$ cat src/rtl/sdram_maint_pkg.sv
package sdram_maint_pkg;
  localparam int OP_N    = 5;
  localparam int OP_SREF = 0;
  localparam int OP_INIT = 1;
  localparam int OP_PWD  = 2;
  localparam int OP_DPD  = 3;
  localparam int OP_MRS  = 4;

  typedef logic [OP_N-1:0] opVec_t;

  // strobes from control to datapath
  typedef struct packed {
    logic   load;
    logic   clrBusy;
    logic   setErr;
    logic   clrErr;
    opVec_t pick;
  } strobe_t;

  // operation index held at a given priority rank, rank 0 highest
  function automatic int prioOp(input int rank);
    case (rank)
      0:       return OP_INIT;
      1:       return OP_MRS;
      2:       return OP_SREF;
      3:       return OP_PWD;
      default: return OP_DPD;
    endcase
  endfunction
endpackage

$ cat src/rtl/sdram_maint_ctrl.sv
module sdram_maint_ctrl
  import sdram_maint_pkg::*;
#(
  parameter int NUM_CH = 2
) (
  input  logic              wrEn,
  input  opVec_t            wrOps,
  input  logic [NUM_CH-1:0] wrChan,
  input  logic              errClr,
  input  logic              cmdAck,
  input  logic              anyBusy,
  output strobe_t           stb
);
  logic [OP_N:0] taken;
  opVec_t        pickRaw;

  assign taken[0] = 1'b0;

  // priority chain, one stage per rank
  for (genvar r = 0; r < OP_N; r++) begin : g_rank
    assign pickRaw[prioOp(r)] = wrOps[prioOp(r)] & ~taken[r];
    assign taken[r+1]         = taken[r] | wrOps[prioOp(r)];
  end

  logic opWrite;

  always_comb begin
    opWrite     = wrEn && (|wrOps);
    stb.load    = opWrite && (|wrChan) && !anyBusy;
    stb.setErr  = opWrite && anyBusy;
    stb.clrBusy = cmdAck && anyBusy;
    stb.clrErr  = errClr;
    stb.pick    = pickRaw;
  end
endmodule

$ cat src/rtl/sdram_maint_dp.sv
module sdram_maint_dp
  import sdram_maint_pkg::*;
#(
  parameter int NUM_CH = 2
) (
  input  logic              clk,
  input  logic              rstN,
  input  strobe_t           stb,
  input  logic [NUM_CH-1:0] wrChan,
  input  logic              wrLeave,
  output opVec_t            busyQ,
  output logic [NUM_CH-1:0] chanOut,
  output logic              leaveOut,
  output logic              errQ,
  output logic              anyBusy
);
  logic [NUM_CH-1:0] chanQ;
  logic              leaveQ;

  always_ff @(posedge clk) begin
    if (!rstN) begin
      busyQ  <= '0;
      chanQ  <= '0;
      leaveQ <= 1'b0;
      errQ   <= 1'b0;
    end else begin
      if (stb.load) begin
        busyQ  <= stb.pick;
        chanQ  <= wrChan;
        leaveQ <= wrLeave;
      end else if (stb.clrBusy) begin
        busyQ <= '0;
      end
      if (stb.setErr)      errQ <= 1'b1;
      else if (stb.clrErr) errQ <= 1'b0;
    end
  end

  assign anyBusy  = |busyQ;
  assign chanOut  = anyBusy ? chanQ : '0;
  assign leaveOut = anyBusy & leaveQ;
endmodule

$ cat src/rtl/sdram_maint_gate.sv
module sdram_maint_gate
  import sdram_maint_pkg::*;
#(
  parameter int NUM_CH = 2
) (
  input  logic              clk,
  input  logic              rstN,
  input  logic              wrEn,
  input  logic [4:0]        wrOps,
  input  logic [NUM_CH-1:0] wrChan,
  input  logic              wrLeave,
  input  logic              errClr,
  input  logic              cmdAck,
  output logic [4:0]        busyStat,
  output logic              errFlag,
  output logic [4:0]        cmdReq,
  output logic [NUM_CH-1:0] cmdChan,
  output logic              cmdLeave
);
  strobe_t stb;
  logic    anyBusy;
  opVec_t  busyQ;

  sdram_maint_ctrl #(.NUM_CH(NUM_CH)) u_ctrl (
    .wrEn   (wrEn),
    .wrOps  (wrOps),
    .wrChan (wrChan),
    .errClr (errClr),
    .cmdAck (cmdAck),
    .anyBusy(anyBusy),
    .stb    (stb)
  );

  sdram_maint_dp #(.NUM_CH(NUM_CH)) u_dp (
    .clk     (clk),
    .rstN    (rstN),
    .stb     (stb),
    .wrChan  (wrChan),
    .wrLeave (wrLeave),
    .busyQ   (busyQ),
    .chanOut (cmdChan),
    .leaveOut(cmdLeave),
    .errQ    (errFlag),
    .anyBusy (anyBusy)
  );

  assign busyStat = busyQ;
  assign cmdReq   = busyQ;
endmodule

$ cat config.mk
export PLATFORM = sky130hd
export DESIGN_NAME = sdram_maint_gate
export DESIGN_NICKNAME = d
export VERILOG_FILES = /design/src/rtl/sdram_maint_pkg.sv /design/src/rtl/sdram_maint_ctrl.sv /design/src/rtl/sdram_maint_dp.sv /design/src/rtl/sdram_maint_gate.sv
export SDC_FILE = /design/constraint.sdc
export NUM_CORES = 1
export LEC_CHECK = 0
export ABC_AREA = 1
export BUFFER_PORTS_ARGS = -buffer_cell sky130_fd_sc_hd__buf_2
export CORE_AREA = 8 8 47 49
export CTS_CLUSTER_SIZE = 24
export DETAILED_ROUTE_END_ITERATION = 16
export DIE_AREA = 0 0 55 57
export PLACE_DENSITY = 0.62
export SLEW_MARGIN = 25
export SYNTH_ARGS = -nofsm -noshare
export SYNTH_HDL_FRONTEND = slang
export SYNTH_SLANG_ARGS = --single-unit
export TNS_END_PERCENT = 100
$ cat constraint.sdc
create_clock -name clk -period 2.92 [get_ports clk]
set_input_delay 0.584 -clock clk [delete_from_list [all_inputs] [get_ports clk]]
set_output_delay 0.584 -clock clk [all_outputs]
set_load 0.02 [all_outputs]
==> impl_metrics.env <==
export IMPL_first_global_vias=441
export IMPL_placed_cells=108
export IMPL_timing_worst_slew_pin_value_ps=334
export IMPL_grt_setup_unrepaired="false"
export IMPL_postRouteWirelength_um=1180
export IMPL_vdd_drop_max_mv=0.212
export IMPL_timing_final_hold_violations=0
export IMPL_cts_root_buf="sky130_fd_sc_hd__clkbuf_4"
export IMPL_die_x_um=55
export IMPL_worstSkewPairLatency_ps=260
export IMPL_setup_tns_ps=0
export IMPL_antenna_left=0
export IMPL_setup_worst_path_class="flip-flop to output port"
export IMPL_place_ws_ps=1410
export IMPL_drv_max_cap_violation_count=0
export IMPL_die_y_um=57
export IMPL_cts_max_level=1
export IMPL_clk_pin_slew_ps=60
export IMPL_yosys_top_cells_area="sky130_fd_sc_hd__dfxtp_1, sky130_fd_sc_hd__nand2_1, sky130_fd_sc_hd__a21oi_1, sky130_fd_sc_hd__buf_4, sky130_fd_sc_hd__inv_1"
export IMPL_placed_cell_area_um2=617
export IMPL_cts_resized_gates=0
export IMPL_worst_hold_path_num_cells=2
export IMPL_grt_util_all_layers=0.0812
export IMPL_power_static_leakage_nw=0.361
export IMPL_largest_net_degree_at_the_start_of_global_routing=9
export IMPL_maxSlewHeadroom=0.776
export IMPL_tritoncts_num_buffers=3
export IMPL_finalCoreUtilization=0.408
export IMPL_timing_final_ws_setup_ps=1200
export IMPL_cts_tree="done"
export IMPL_synth_compound_area_share=0.0896
export IMPL_crit_path_max_fanout=6
export IMPL_hpwl_um=968
export IMPL_synthSimpleGateAreaFrac=0.386
export IMPL_timing_critical_path_from_type="flip-flop"
export IMPL_r2r_slack_ps=1790
export IMPL_io_pin_count=27
export IMPL_critical_path_reg2reg_startpoint="u_dp.busyQ[4]"
export IMPL_combined_area_of_all_synthesized_cells_um2=503
export IMPL_cts_setup_buffers=0
export IMPL_buffer_ports_inserted=26
export IMPL_post_route_min_period_ps=1720
export IMPL_timing_reg2reg_worst_path_depth=7
export IMPL_gp_congestion=0.747
export IMPL_synth_seq_cells=9
export IMPL_slew_viol_final=0
export IMPL_firstDrtPassIters=4
export IMPL_hold_class="flip-flop to flip-flop"
export IMPL_reg_to_reg_endpoint="u_dp.chanQ[0]"
export IMPL_cts_root_to_sink_buffers=2
export IMPL_setup_violations_final=0
export IMPL_drtIter0Drc=10
export IMPL_fin_total_pwr_mw=0.294
export IMPL_flow_area_growth_from_synthesis_pct=27.9
export IMPL_number_of_hold_buffers_added_after_cts=0
export IMPL_max_freq_mhz=580
export IMPL_ys_types=16
export IMPL_cp_required_ps=2340
export IMPL_run_status="finished, final reports clean"
export IMPL_finalCritPeriodShare=0.590
export IMPL_fraction_of_final_layout_cells_with_drive_strength_greater_than_1=0.379
export IMPL_clock_tree_sinks=9
export IMPL_grt_antenna_before_repair=0
export IMPL_grt_first_pass_wirelength_um=1910
export IMPL_design_area_um2=643
export IMPL_antennaDiodeCount=0
export IMPL_yosysSeqAreaShare=0.358
export IMPL_number_of_instances_in_the_synthesized_netlist=70
export IMPL_net_count_after_synthesis=83
export IMPL_start_util=0.319
export IMPL_fp_dieArea_um2=3140
export IMPL_synth_top_area_frac=0.358
export IMPL_synth_area_mux_share=0
export IMPL_grt_ovfl_total=0
export IMPL_power_density_nw_per_um2=457
export IMPL_fin_nets=109
export IMPL_yosys_warnings=0
export IMPL_final_instance_count_excl_fill=112
export IMPL_wl_per_cell_um=10.6
export IMPL_drcViolationCount=0
export IMPL_core_area_um2=1580
export IMPL_crit_path_end_kind="output port"
export IMPL_routed_via_density=4.32
export IMPL_min_delay_start="u_dp.chanQ[0]"
export IMPL_postSynthAreaPerCell_um2=7.19
export IMPL_min_to="u_dp.chanQ[0]"
export IMPL_floorplan_rows=15
export IMPL_post_synth_xor_area_fraction=0
export IMPL_finalClockSkew_ps=4.79
export IMPL_synth_top_family_by_area="simple AND/OR/NAND/NOR gates"
export IMPL_yosysTopAreaCell="sky130_fd_sc_hd__dfxtp_1"
export IMPL_endpoint_arrival_time_on_the_critical_path_ps=1140
export IMPL_timing_hold_ws_ps=466
export IMPL_total_number_of_vias=484
export IMPL_synth_adder_area_share=0
## flip-flops by register name (all words and copies together), names as in the netlist
| register | count |
|---|---|
| u_dp.busyQ | 5 |
| u_dp.chanQ | 2 |
| u_dp.errQ | 1 |
| u_dp.leaveQ | 1 |
## placed cells by master, fill, tap and decap left out, types with 2 or more instances in the layout
cell                       instances
sky130_fd_sc_hd__buf_2            26
sky130_fd_sc_hd__nand2_1          17
sky130_fd_sc_hd__inv_1            10
sky130_fd_sc_hd__dfxtp_1           9
sky130_fd_sc_hd__a21oi_1           8
sky130_fd_sc_hd__nor2_1            7
sky130_fd_sc_hd__nand3_1           3
sky130_fd_sc_hd__clkbuf_4          3
sky130_fd_sc_hd__nor2_4            2
sky130_fd_sc_hd__nand4_1           2
## how the worst max path moves through the flow
| stage | endpoint | start | cells after the start | slack (ps) |
|---|---|---|---|---|
| floorplan | cmdChan[0] | u_dp.busyQ[3] | 4 | 1430 |
| global placement | u_dp.leaveQ | wrChan[0] | 7 | 1430 |
| detailed placement | u_dp.chanQ[0] | wrChan[0] | 7 | 1410 |
| CTS | cmdLeave | u_dp.busyQ[4] | 5 | 1160 |
| global route | cmdChan[1] | u_dp.busyQ[1] | 5 | 1080 |
| finish | cmdChan[1] | u_dp.busyQ[4] | 5 | 1200 |
## cell usage after synthesis
cell type / count
sky130_fd_sc_hd__nand2_1: 17
sky130_fd_sc_hd__inv_1: 10
sky130_fd_sc_hd__dfxtp_1: 9
sky130_fd_sc_hd__a21oi_1: 8
sky130_fd_sc_hd__nor2_1: 7
sky130_fd_sc_hd__buf_4: 5
sky130_fd_sc_hd__nand3_1: 3
sky130_fd_sc_hd__nand4_1: 2
sky130_fd_sc_hd__nor2_4: 2
sky130_fd_sc_hd__clkinv_2: 1
sky130_fd_sc_hd__inv_2: 1
sky130_fd_sc_hd__nand2_4: 1
sky130_fd_sc_hd__nand3_4: 1
sky130_fd_sc_hd__nor2_8: 1
sky130_fd_sc_hd__nor3_1: 1
sky130_fd_sc_hd__o21ai_0: 1
## cell families (layout without fill, tap and decap cells)
group / count (synthesis) / after routing
and+or+nand+nor: 35 / 35
AOI/OAI and AO/OA: 9 / 9
DFF: 9 / 9
buffers and inverters: 17 / 42
## final cells by class
class                           count  area (um^2)
Fill cell                         178          933
Multi-Input combinational cell     44          239
Sequential cell                     9          180
Timing Repair Buffer               26          130
Inverter                           12         46.3
Clock buffer                        4         26.3
Tap cell                           17         21.3
## metal layers
layer	vias up	global-route usage	routed length, um
met4	0	0.0619	38
met3	4	0.0260	130
met5	-	0	0
met2	22	0.109	486
met1	196	0.102	529
li1	262	-	-
## power breakdown
group	switching, mW	total, mW	leakage (nW)	internal (mW)
sequential	0.00482	0.134	0.0733	0.129
combinational	0.0398	0.0642	0.273	0.0243
clock	0.0433	0.0959	0.0150	0.0527
total	0.0879	0.294	0.361	0.206
## worst max-delay path, cell delays in order (launching register included)
cell and delay (ps):
sky130_fd_sc_hd__dfxtp_1 350, sky130_fd_sc_hd__nor2_4 140, sky130_fd_sc_hd__nand3_4 130, sky130_fd_sc_hd__nand2_1 90, sky130_fd_sc_hd__inv_1 30, sky130_fd_sc_hd__buf_2 140
Note: power is estimated with default switching activity, not from simulation.
